$ cat config.mk
export PLATFORM = sky130hd
export DESIGN_NAME = tod_clock
export DESIGN_NICKNAME = d
export VERILOG_FILES = /design/src/rtl/tod_pkg.sv /design/src/rtl/tod_upd_seq.sv /design/src/rtl/tod_cal_core.sv /design/src/rtl/tod_clock.sv
export SDC_FILE = /design/constraint.sdc
export NUM_CORES = 1
export LEC_CHECK = 0
export BUFFER_PORTS_ARGS = -buffer_cell sky130_fd_sc_hd__buf_2
export CAP_MARGIN = 20
export CORE_MARGIN = 10
export CORE_UTILIZATION = 55
export DETAILED_ROUTE_END_ITERATION = 10
export GPL_TIMING_DRIVEN = 0
export PLACE_DENSITY = 0.78
export SLEW_MARGIN = 10
export SYNTH_ARGS = -nofsm -noshare
export SYNTH_HDL_FRONTEND = slang
export SYNTH_SLANG_ARGS = --single-unit
$ cat constraint.sdc
create_clock -name clk -period 11.3 [get_ports clk]
set_input_delay 1.695 -clock clk [delete_from_list [all_inputs] [get_ports clk]]
set_output_delay 1.695 -clock clk [all_outputs]
set_load 0.01 [all_outputs]
$ cat src/rtl/tod_pkg.sv
package tod_pkg;

  localparam logic [3:0] IDX_SEC  = 4'd0;
  localparam logic [3:0] IDX_MIN  = 4'd2;
  localparam logic [3:0] IDX_HOUR = 4'd4;
  localparam logic [3:0] IDX_WDAY = 4'd6;
  localparam logic [3:0] IDX_MDAY = 4'd7;
  localparam logic [3:0] IDX_MON  = 4'd8;
  localparam logic [3:0] IDX_YEAR = 4'd9;
  localparam logic [3:0] IDX_STAT = 4'd10;
  localparam logic [3:0] IDX_CTRL = 4'd11;
  localparam logic [3:0] IDX_FLAG = 4'd12;

  localparam int unsigned CTL_FRZ = 7;
  localparam int unsigned CTL_UIE = 4;
  localparam int unsigned CTL_BIN = 2;
  localparam int unsigned CTL_24H = 1;
  localparam logic [7:0]  CTL_MASK = 8'h96;

  localparam int unsigned NFIELD = 7;

  typedef struct packed {
    logic [6:0] year;
    logic [3:0] mon;
    logic [4:0] mday;
    logic [2:0] wday;
    logic [4:0] hour;
    logic [5:0] min;
    logic [5:0] sec;
  } tod_t;

  function automatic logic [7:0] to_bcd(input logic [6:0] v);
    logic [6:0] tens, ones;
    tens = v / 7'd10;
    ones = v % 7'd10;
    return {tens[3:0], ones[3:0]};
  endfunction

  function automatic logic [6:0] from_bcd(input logic [7:0] b);
    logic [7:0] s;
    s = {4'd0, b[7:4]} * 8'd10 + {4'd0, b[3:0]};
    return s[6:0];
  endfunction

  function automatic logic [7:0] encode(input logic [6:0] v, input logic bin);
    return bin ? {1'b0, v} : to_bcd(v);
  endfunction

  function automatic logic [6:0] decode(input logic [7:0] b, input logic bin);
    return bin ? b[6:0] : from_bcd(b);
  endfunction

  function automatic logic [4:0] month_days(input logic [3:0] m, input logic [6:0] y);
    case (m)
      4'd2:                    return (y[1:0] == 2'b00) ? 5'd29 : 5'd28;
      4'd4, 4'd6, 4'd9, 4'd11: return 5'd30;
      default:                 return 5'd31;
    endcase
  endfunction

endpackage

$ cat src/rtl/tod_upd_seq.sv
module tod_upd_seq #(
  parameter int unsigned LEAD_CYC = 8,
  parameter int unsigned HOLD_CYC = 65
) (
  input  logic clk,
  input  logic rst_n,
  input  logic tick,
  input  logic freeze,
  output logic uip,
  output logic adv,
  output logic done
);
  localparam int unsigned MAXC = (LEAD_CYC > HOLD_CYC) ? LEAD_CYC : HOLD_CYC;
  localparam int unsigned CW   = $clog2(MAXC + 1);
  localparam logic [CW-1:0] LEAD_LAST = CW'(LEAD_CYC - 1);
  localparam logic [CW-1:0] HOLD_LAST = CW'(HOLD_CYC - 1);

  typedef enum logic [1:0] {S_IDLE, S_LEAD, S_HOLD} st_e;

  st_e           st_q, st_d;
  logic [CW-1:0] cnt_q, cnt_d;
  logic          seq_en;

  always_comb begin
    st_d  = st_q;
    cnt_d = cnt_q;
    adv   = 1'b0;
    done  = 1'b0;
    case (st_q)
      S_IDLE: if (tick && !freeze) begin
        st_d  = S_LEAD;
        cnt_d = '0;
      end
      S_LEAD: if (cnt_q == LEAD_LAST) begin
        adv   = 1'b1;
        st_d  = S_HOLD;
        cnt_d = '0;
      end else begin
        cnt_d = cnt_q + 1'b1;
      end
      S_HOLD: if (cnt_q == HOLD_LAST) begin
        done  = 1'b1;
        st_d  = S_IDLE;
      end else begin
        cnt_d = cnt_q + 1'b1;
      end
      default: st_d = S_IDLE;
    endcase
  end

  assign seq_en = (st_q != S_IDLE) || tick;

  always_ff @(posedge clk or negedge rst_n) begin
    if (!rst_n) begin
      st_q  <= S_IDLE;
      cnt_q <= '0;
    end else if (seq_en) begin
      st_q  <= st_d;
      cnt_q <= cnt_d;
    end
  end

  assign uip = (st_q != S_IDLE);

  // a frozen clock never opens a window
  assert_freeze_blocks_R8: assert property (@(posedge clk) disable iff (!rst_n)
    (tick && freeze && !uip) |=> !uip);
  // the window is still open after the advance
  assert_adv_then_hold_R2: assert property (@(posedge clk) disable iff (!rst_n)
    adv |=> uip);
  // end of window closes it
  assert_done_closes_R2: assert property (@(posedge clk) disable iff (!rst_n)
    done |=> !uip);

endmodule

$ cat src/rtl/tod_cal_core.sv
module tod_cal_core
  import tod_pkg::*;
(
  input  logic              clk,
  input  logic              rst_n,
  input  logic              adv,
  input  logic [NFIELD-1:0] wr_sel,
  input  logic [6:0]        wr_val,
  output tod_t              cur
);
  localparam tod_t TOD_RST = '{year: 7'd0, mon: 4'd1, mday: 5'd1, wday: 3'd1,
                               hour: 5'd0, min: 6'd0, sec: 6'd0};

  tod_t       nxt;
  logic [4:0] mlen;
  logic       c_sec, c_min, c_hr, c_day, c_mon;
  logic       cal_en;

  always_comb begin
    nxt   = cur;
    mlen  = month_days(cur.mon, cur.year);
    c_sec = cur.sec >= 6'd59;
    c_min = c_sec && (cur.min >= 6'd59);
    c_hr  = c_min && (cur.hour >= 5'd23);
    c_day = c_hr && (cur.mday >= mlen);
    c_mon = c_day && (cur.mon >= 4'd12);
    if (adv) begin
      nxt.sec = c_sec ? 6'd0 : cur.sec + 6'd1;
      if (c_sec) nxt.min  = c_min ? 6'd0 : cur.min + 6'd1;
      if (c_min) nxt.hour = c_hr ? 5'd0 : cur.hour + 5'd1;
      if (c_hr) begin
        nxt.wday = (cur.wday >= 3'd7) ? 3'd1 : cur.wday + 3'd1;
        nxt.mday = c_day ? 5'd1 : cur.mday + 5'd1;
      end
      if (c_day) nxt.mon  = c_mon ? 4'd1 : cur.mon + 4'd1;
      if (c_mon) nxt.year = (cur.year >= 7'd99) ? 7'd0 : cur.year + 7'd1;
    end
    if (wr_sel[0]) nxt.sec  = wr_val[5:0];
    if (wr_sel[1]) nxt.min  = wr_val[5:0];
    if (wr_sel[2]) nxt.hour = wr_val[4:0];
    if (wr_sel[3]) nxt.wday = wr_val[2:0];
    if (wr_sel[4]) nxt.mday = wr_val[4:0];
    if (wr_sel[5]) nxt.mon  = wr_val[3:0];
    if (wr_sel[6]) nxt.year = wr_val;
  end

  assign cal_en = adv || (|wr_sel);

  always_ff @(posedge clk or negedge rst_n) begin
    if (!rst_n)      cur <= TOD_RST;
    else if (cal_en) cur <= nxt;
  end

  // fields move only on an advance or a host write
  assert_fields_hold_R2: assert property (@(posedge clk) disable iff (!rst_n)
    (!adv && (wr_sel == '0)) |=> $stable(cur));

endmodule

$ cat src/rtl/tod_clock.sv
module tod_clock
  import tod_pkg::*;
#(
  parameter int unsigned TB_HZ    = 32768,
  parameter int unsigned LEAD_US  = 244,
  parameter int unsigned HOLD_US  = 1984
) (
  input  logic       clk,
  input  logic       rst_n,
  input  logic       tick_1hz,
  input  logic [3:0] reg_idx,
  input  logic       reg_wr,
  input  logic       reg_rd,
  input  logic [7:0] reg_wdata,
  output logic [7:0] reg_rdata,
  output logic       uip,
  output logic       irq
);
  localparam int unsigned LEAD_RAW = (TB_HZ * LEAD_US + 500000) / 1000000;
  localparam int unsigned HOLD_RAW = (TB_HZ * HOLD_US + 500000) / 1000000;
  localparam int unsigned LEAD_CYC = (LEAD_RAW < 1) ? 1 : LEAD_RAW;
  localparam int unsigned HOLD_CYC = (HOLD_RAW < 1) ? 1 : HOLD_RAW;

  logic [1:0]        rst_sync_q;
  logic              rst_ni;
  logic [7:0]        ctrl_q, ctrl_d;
  logic              ctrl_en;
  logic              uf_q, uf_d, uf_clr;
  logic              adv, done, bin, h24;
  logic [NFIELD-1:0] wr_sel;
  logic [6:0]        wval, w12, w12b, hour_wr;
  logic              h_pm;
  logic [4:0]        h_mod, h12;
  logic [7:0]        hour_rd;
  tod_t              cur;

  always_ff @(posedge clk or negedge rst_n) begin
    if (!rst_n) rst_sync_q <= 2'b00;
    else        rst_sync_q <= {rst_sync_q[0], 1'b1};
  end
  assign rst_ni = rst_sync_q[1];

  assign bin = ctrl_q[CTL_BIN];
  assign h24 = ctrl_q[CTL_24H];

  tod_upd_seq #(.LEAD_CYC(LEAD_CYC), .HOLD_CYC(HOLD_CYC)) seq_i (
    .clk(clk), .rst_n(rst_ni), .tick(tick_1hz), .freeze(ctrl_q[CTL_FRZ]),
    .uip(uip), .adv(adv), .done(done)
  );

  always_comb begin
    wval    = decode(reg_wdata, bin);
    w12     = decode({1'b0, reg_wdata[6:0]}, bin);
    w12b    = (w12 == 7'd12) ? 7'd0 : w12;
    hour_wr = h24 ? wval : w12b + (reg_wdata[7] ? 7'd12 : 7'd0);
    wr_sel  = '0;
    if (reg_wr) begin
      case (reg_idx)
        IDX_SEC:  wr_sel[0] = 1'b1;
        IDX_MIN:  wr_sel[1] = 1'b1;
        IDX_HOUR: wr_sel[2] = 1'b1;
        IDX_WDAY: wr_sel[3] = 1'b1;
        IDX_MDAY: wr_sel[4] = 1'b1;
        IDX_MON:  wr_sel[5] = 1'b1;
        IDX_YEAR: wr_sel[6] = 1'b1;
        default:  wr_sel    = '0;
      endcase
    end
  end

  tod_cal_core cal_i (
    .clk(clk), .rst_n(rst_ni), .adv(adv), .wr_sel(wr_sel),
    .wr_val((reg_idx == IDX_HOUR) ? hour_wr : wval), .cur(cur)
  );

  assign ctrl_en = reg_wr && (reg_idx == IDX_CTRL);
  assign ctrl_d  = reg_wdata & CTL_MASK;
  assign uf_clr  = reg_rd && (reg_idx == IDX_FLAG);
  assign uf_d    = done ? 1'b1 : (uf_clr ? 1'b0 : uf_q);

  always_ff @(posedge clk or negedge rst_ni) begin
    if (!rst_ni) begin
      ctrl_q <= 8'h00;
      uf_q   <= 1'b0;
    end else begin
      if (ctrl_en) ctrl_q <= ctrl_d;
      if (done || uf_clr) uf_q <= uf_d;
    end
  end

  assign irq = uf_q && ctrl_q[CTL_UIE];

  always_comb begin
    h_pm    = cur.hour >= 5'd12;
    h_mod   = h_pm ? cur.hour - 5'd12 : cur.hour;
    h12     = (h_mod == 5'd0) ? 5'd12 : h_mod;
    hour_rd = h24 ? encode({2'b0, cur.hour}, bin)
                  : ({h_pm, 7'b0} | encode({2'b0, h12}, bin));
    case (reg_idx)
      IDX_SEC:  reg_rdata = encode({1'b0, cur.sec}, bin);
      IDX_MIN:  reg_rdata = encode({1'b0, cur.min}, bin);
      IDX_HOUR: reg_rdata = hour_rd;
      IDX_WDAY: reg_rdata = encode({4'b0, cur.wday}, bin);
      IDX_MDAY: reg_rdata = encode({2'b0, cur.mday}, bin);
      IDX_MON:  reg_rdata = encode({3'b0, cur.mon}, bin);
      IDX_YEAR: reg_rdata = encode(cur.year, bin);
      IDX_STAT: reg_rdata = {uip, 7'b0};
      IDX_CTRL: reg_rdata = ctrl_q;
      IDX_FLAG: reg_rdata = {irq, 2'b00, uf_q, 4'b0000};
      default:  reg_rdata = 8'h00;
    endcase
  end

  // the update-ended flag only rises at the close of a window
  assert_flag_after_window_R9: assert property (@(posedge clk) disable iff (!rst_ni)
    $rose(uf_q) |-> $past(uip));
  // the flag persists until a read of index 12
  assert_flag_sticky_R9: assert property (@(posedge clk) disable iff (!rst_ni)
    (uf_q && !uf_clr) |=> uf_q);
  // frozen and idle, with no host write, the time does not move
  assert_frozen_time_R8: assert property (@(posedge clk) disable iff (!rst_ni)
    (ctrl_q[CTL_FRZ] && !uip && !reg_wr) |=> $stable(cur));

endmodule

==> results of run 1 <==
-- through the flow --
step,setup slack (ns),std cells,hold slack [ns]
2_1_floorplan,5.22,888,0.331
3_3_place_gp,4.58,1060,0.335
3_5_place_dp,4.55,1063,0.290
4_1_cts,4.21,1071,0.304
5_1_grt,3.88,1071,0.334
6_report,4.15,1071,0.285
-- worst reg2reg max path, delay by kind of cell (launching register included) --
kind | cells | cell delay, ns
adder cells (fa/ha/maj) | 1 | 0.21
XOR/XNOR | 2 | 0.23
flip-flops | 1 | 0.32
AO/OA/AOI/OAI | 4 | 1.05
AND/OR/NAND/NOR | 2 | 0.16
buffers and inverters | 5 | 2.47
-- flip-flops by register name, summed over array words and instances (netlist names) --
name / cells
cal_i.cur: 36
ctrl_q: 4
rst_sync_q: 2
seq_i.cnt_q: 7
seq_i.st_q: 2
uf_q: 1
-- cell type report --
type	count	area (um^2)	share of cell area (%)
buffer	54	233	3.24
clock buffer	5	125	1.74
clock inverter	3	25.0	0.348
inverter	55	206	2.87
multi-input combinational	727	4950	68.9
sequential	52	1310	18.2
tap	147	184	2.56
timing repair buffer	28	155	2.16
-- path summary, 6_finish.rpt --
path,startpoint,to
max,cal_i.cur[14]$_DFFE_PN0P_,reg_rdata[2]
min,rst_sync_q[1]$_DFF_PN0_,cal_i.cur[26]$_DFFE_PN0P_
max reg2reg,ctrl_q[2]$_DFFE_PN0P_,cal_i.cur[10]$_DFFE_PN0P_
min reg2reg,rst_sync_q[1]$_DFF_PN0_,cal_i.cur[26]$_DFFE_PN0P_
max in group asynchronous,rst_n,rst_sync_q[1]$_DFF_PN0_
min in group clk,rst_sync_q[0]$_DFF_PN0_,rst_sync_q[1]$_DFF_PN0_
-- routing by layer --
metal / vias up / track usage [%] / wire length, um
li1: 3375 / - / -
met1: 3298 / 31.4 / 8460
met2: 323 / 37.5 / 9100
met3: 55 / 3.33 / 1680
met4: 0 / 10.9 / 852
met5: - / 0 / 0
-- kinds of logic after synthesis --
logic type / synth area share [%]
AND/OR/NAND/NOR: 25.2
AO/OA/AOI/OAI: 30.5
buffers and inverters: 6.56
adder cells (fa/ha/maj): 12.3
flip-flops: 19.5
multiplexers: 3.96
XOR/XNOR: 1.96
other: 0.0560
-- layout by cell type (no fill, tap or decap), drive strengths merged, types with 11 or more instances in the layout --
cell type	count
inv	57
xnor2	12
a31oi	19
ha	61
nor3	20
clkbuf	46
a22oi	11
a211oi	12
nor4	13
nor2	62
nand2	88
buf	41
nand2b	12
o21ai	86
nand3	28
nor2b	22
and3	13
a21oi	54
mux2i	16
o211ai	17
dfrtp	49
-- power breakdown --
group          leakage, nW  switching, W  internal (W)
clock network       0.0708     0.0000801     0.0000841
registers            0.627     0.0000708      0.000238
logic                 2.33      0.000590      0.000365
==> results.py, run 1 <==
metrics = {
    "clocking": {
        "cts_tree": "yes",
        "clk_pin_slew_worst_paths_ns": 0.08,
        "post_cts_resize_count": 0,
        "numCtsBuffers": 5,
        "cts_setup_buffers": 0,
        "clock_latency_ns": 0.30,
        "cts_hold_buffers": 0,
        "cts_root_buf": "clkbuf_16",
        "htreeDepth": 2,
        "clock_path_buffers": 2,
        "cts.sinks": 52,
    },
    "logic_synthesis": {
        "synth_cells": 888,
        "synth_cell_types": 84,
        "yosysTopAreaCell": "dfrtp_1",
        "synth_top_flop_cell": "dfrtp_1",
        "synth_area_um2": 6700,
        "avgSynthCellArea_um2": 7.54,
        "yosys_register_bits": 52,
        "synth.area.top_cells": "dfrtp_1 (18%), ha_1 (11%), o21ai_0 (6.1%)",
        "synth_nets": 969,
        "async_flop_share_pct": 100,
        "yosys_warnings": 0,
        "synth_edf_count": 0,
        "synthTopCellsByCount": "nand2_1 (87), o21ai_0 (82), nor2_1 (62), ha_1 (61), inv_1 (55)",
        "seq_area_frac_synth_pct": 19.5,
        "yosysTopAreaCellShare_pct": 18.3,
        "yosysMostFrequentCell": "nand2_1",
    },
    "critical_path": {
        "crit_chain": "buf_2 -> buf_1 -> inv_1 -> ha_1 -> mux2i_1 -> o211a_1 -> or2_2 -> inv_1 -> ha_1 -> inv_1 -> ha_1 -> a41oi_1 -> o21a_1 -> buf_6 -> xnor2_1 -> ha_1 -> o311ai_4 -> nor3_1 -> or4_1 -> or3_1 -> buf_2",
        "path_class": "register to primary output",
        "crit_top_cell": "ha_1",
        "cp.depth": 21,
        "rrSetupSlack_ns": 6.76,
        "slowest_delay_ns": 0.55,
        "end_kind": "primary output",
        "start_kind": "register",
        "required_ns": 9.61,
        "cp_top_family": "simple AND/OR/NAND/NOR gates",
        "critical_path.slowest_cell": "or4_1",
        "r2r_cells": 14,
        "crit_path_max_fanout": 10,
        "critPathArrivalTime_ns": 5.45,
        "critPathBufInv": 7,
    },
    "drt": {
        "dr.pass1.iters": 5,
        "wl_um": 20100,
        "ant_nets": 0,
        "vias": 7051,
        "via_per_inst": 6.58,
        "drt_drc_violations_left": 0,
        "wl_per_cell_um": 18.8,
        "drtIter0Drc": 939,
    },
    "global_routing": {
        "track_usage_pct": 23.7,
        "antenna_found_initial": 0,
        "grt_pass1_vias": 6501,
        "grt_pass1_wl_um": 32800,
        "overflow": 0,
        "grt_max_degree": 29,
    },
    "timing": {
        "rsz0062_at_grt": "false",
        "clock.fmax_mhz": 140,
        "worst_pin_slew_ns": 1.11,
        "fin_skew_ns": 0.00669,
        "setup_viol": 0,
        "finalMaxSlewViolations": 0,
        "period_share_pct": 63.3,
        "finalHoldViolCount": 0,
        "relSlewSlack_pct": 25.5,
        "tns_ns": 0,
        "min_period_ns": 7.15,
    },
    "placed_design": {
        "port_buffers": 25,
        "place.gp.congestion": 1.01,
        "hpwlAfterDp_um": 15400,
        "dpl_cell_area_um2": 7040,
    },
    "power_and_ir_drop": {
        "ir_worst_vdd_mv": 0.113,
        "power_leakage_nw": 3.03,
        "total_power_w": 0.00143,
        "power_density_nw_per_um2": 199,
    },
    "final_layout": {
        "fill_cells": 1106,
        "n_antenna_cell": 0,
        "stdcell_area_um2": 7190,
        "final_util_pct": 60.1,
        "nNetsFinal": 1004,
        "syn2layout_area_growth_pct": 7.32,
        "drive_gt1_share_pct": 8.66,
    },
    "status": {
        "outcome": "finished, final reports clean",
    },
    "floorplanning": {
        "io_pins": 27,
        "start_util_pct": 56.0,
        "die_area_um2": 17000,
        "die_height_um": 130,
        "core-area_um2": 12000,
        "die_x_um": 130,
        "num_rows": 40,
    },
    "flow_run": {
        "maxCapViolations": 0,
    },
    "hold_path": {
        "hp-class": "register to asynchronous set/reset pin",
    },
}
Note: power is estimated with default switching activity, not from simulation.
==> inputs of run 2 (changes only) <==
ABC_AREA = 1   (was unset)
clock period = 6.85 ns   (was 11.3 ns; I/O delays follow)
==> run 2 against run 1 <==
Critical path depth up 7. Clock skew increased by 0.0072 ns. Core utilization shrank 0.088 points. Register-to-register slack got worse by 3.7 ns. Power up 50%. Sequential power increased by 63%. First-iteration DRC count shrank 42%. Die area decreased by 7.8%. Synthesized area decreased by 9.2%. Combinational power is 50% higher. Critical endpoint unchanged.
==> results.py, run 2 <==
metrics = {
    "final_layout": {
        "n_antenna_cell": 0,
        "drive_gt1_share_pct": 8.78,
        "nNetsFinal": 1061,
        "largest_reg_flops": 36,
        "finalNonFillerCells": 1120,
        "mostFrequentLayoutCells": "nand2_1 (218), inv_1 (140), o21ai_0 (87)",
        "fill_cells": 1086,
        "stdcell_area_um2": 6500,
        "top_register": "cal_i.cur",
        "layout_commonest_cell": "nand2_1",
        "syn2layout_area_growth_pct": 6.98,
        "final_util_pct": 60.0,
        "reg_top3": "cal_i.cur: 36 flops, seq_i.cnt_q: 7 flops, ctrl_q: 4 flops",
    },
    "drt": {
        "wl_um": 16300,
        "vias": 6283,
        "dr.pass1.iters": 6,
        "drt_drc_violations_left": 0,
        "wl_per_cell_um": 14.6,
        "via_per_inst": 5.61,
        "drtIter0Drc": 547,
        "ant_nets": 0,
    },
    "critical_path": {
        "critical_path.slowest_cell": "dfrtp_1",
        "slowest_delay_ns": 0.48,
        "end_kind": "primary output",
        "start_kind": "register",
        "r2r_cells": 13,
        "required_ns": 5.82,
        "path_class": "register to primary output",
        "startpoint": "cal_i.cur[13]$_DFFE_PN0P_",
        "critPathArrivalTime_ns": 3.96,
        "rrSetupSlack_ns": 3.11,
        "crit_top_cell": "nand2_1",
        "timing.rr.start": "ctrl_q[2]$_DFFE_PN0P_",
        "crit_path_max_fanout": 7,
    },
    "logic_synthesis": {
        "yosys_register_bits": 52,
        "yosysTopAreaCell": "dfrtp_1",
        "yosys_warnings": 0,
        "synth_top_family_by_area": "simple AND/OR/NAND/NOR gates",
        "synth_xor_area_share_pct": 3.03,
        "synth.area.top_cells": "dfrtp_1 (20%), nand2_1 (13%), ha_1 (13%)",
        "yosysMostFrequentCell": "nand2_1",
        "synth_top_flop_cell": "dfrtp_1",
        "synth_cells": 945,
        "synth_area_um2": 6080,
        "synthSimpleGateAreaFrac_pct": 31.1,
        "seq_area_frac_synth_pct": 21.5,
        "synth_cell_types": 57,
        "synth_edf_count": 0,
        "synthAdderAreaFrac_pct": 13.7,
        "synth_nets": 1027,
        "synthMuxAreaShare_pct": 0,
        "synth_compound_area_share_pct": 19.5,
        "yosysTopAreaCellShare_pct": 20.2,
        "synthTopCellsByCount": "nand2_1 (218), inv_1 (140), o21ai_0 (87), nand3_1 (80), nor2_1 (77)",
        "async_flop_share_pct": 100,
        "avgSynthCellArea_um2": 6.43,
    },
    "floorplanning": {
        "start_util_pct": 56.1,
        "core-area_um2": 10800,
        "num_rows": 38,
        "die_x_um": 125,
        "io_pins": 27,
        "die_height_um": 125,
        "die_area_um2": 15700,
    },
    "timing": {
        "tns_ns": 0,
        "min_period_ns": 4.99,
        "setup_ws_ns": 1.86,
        "worst_pin_slew_ns": 0.724,
        "clock.fmax_mhz": 201,
        "relSlewSlack_pct": 51.4,
        "rsz0062_at_grt": "false",
        "setup_viol": 0,
        "finalHoldViolCount": 0,
        "finalMaxSlewViolations": 0,
        "period_share_pct": 72.8,
        "fin_skew_ns": 0.0139,
    },
    "placed_design": {
        "place_ws_ns": 2.03,
        "port_buffers": 26,
        "hpwlAfterDp_um": 13000,
        "dp_cells": 1112,
        "place.gp.congestion": 0.974,
        "dpl_cell_area_um2": 6410,
    },
    "global_routing": {
        "antenna_found_initial": 0,
        "track_usage_pct": 20.1,
        "grt_max_degree": 27,
        "grt_pass1_wl_um": 27100,
        "overflow": 0,
        "grt_pass1_vias": 5659,
    },
    "clocking": {
        "cts.sinks": 52,
        "cts_tree": "yes",
        "numCtsBuffers": 5,
        "post_cts_resize_count": 0,
        "cts_setup_buffers": 0,
        "cts_hold_buffers": 0,
        "clk_pin_slew_worst_paths_ns": 0.12,
        "clock_path_buffers": 2,
        "cts_root_buf": "clkbuf_8",
        "clock_latency_ns": 0.33,
        "htreeDepth": 2,
    },
    "power_and_ir_drop": {
        "power_density_nw_per_um2": 329,
        "power_leakage_nw": 3.31,
        "ir_worst_vdd_mv": 0.182,
    },
    "status": {
        "outcome": "finished, final reports clean",
    },
    "flow_run": {
        "maxCapViolations": 0,
    },
    "hold_path": {
        "hp-class": "register to asynchronous set/reset pin",
    },
}
[run 2: changes by cell type in the layout (fill, tap and decap cells not counted), moves of 15 or more]
cell | before | now
nand2_1 | 87 | 218
inv_1 | 55 | 140
nand3_1 | 28 | 80
clkbuf_1 | 41 | 6
nor2b_1 | 22 | 0
mux2i_1 | 16 | 0
xor2_1 | 3 | 19
nor2_1 | 62 | 77
[run 2: power breakdown]
part	total [W]	switching (W)	internal, W
clock	0.000205	0.000128	0.0000776
combinational	0.00143	0.000921	0.000507
sequential	0.000504	0.000108	0.000396
total	0.00214	0.00116	0.000981
[run 2: logic make-up (layout without fill, tap and decap cells)]
group / Yosys count / in the layout
simple gates: 428 / 428
compound gates: 205 / 205
buf+inv: 173 / 208
fa+ha+maj: 65 / 65
flops: 52 / 52
xor+xnor: 21 / 21
other cells: 1 / 1
[run 2: layout make-up]
cell class              count  area, um^2  area share (%)
multi-input cells         720        4100            63.0
flip-flops and latches     52        1310            20.1
inverters                 158         597            9.18
well taps                 140         175            2.69
repair buffers             27         150            2.31
plain buffers              15        78.8            1.21
clock buffers               5        68.8            1.06
clock inverters             3        28.8           0.442
[run 2: metrics by stage]
step	hold WS, ns	total power (W)
2_1_floorplan	0.331	0.00160
3_3_place_gp	0.333	0.00189
5_1_grt	0.345	0.00239
3_5_place_dp	0.307	0.00191
6_report	0.289	0.00214
4_1_cts	0.317	0.00213
[run 2: final timing paths]
check | endpoint
setup / recovery | reg_rdata[2]
hold / removal | cal_i.cur[31]$_DFFE_PN0P_
setup reg to reg | cal_i.cur[28]$_DFFE_PN0P_
hold reg to reg | cal_i.cur[31]$_DFFE_PN0P_
max in group asynchronous | cal_i.cur[17]$_DFFE_PN1P_
min in group clk | rst_sync_q[1]$_DFF_PN0_
[run 2: critical path, delay by kind of cell, from the launching register on]
kind	cells	cell delay [ns]
buf+inv	5	0.43
flops	1	0.48
simple gates	18	1.77
compound gates	1	0.23
fa+ha+maj	4	0.73
[run 2: layer usage]
layer / vias to the layer above / part of all wire [%] / GRT usage (%) / wire [um]
met3: 26 / 7.3 / 2.20 / 1190
met5: - / 0 / 0 / 0
li1: 3192 / - / - / -
met2: 206 / 45 / 33.1 / 7360
met1: 2859 / 46 / 27.3 / 7470
met4: 0 / 1.9 / 5.08 / 304
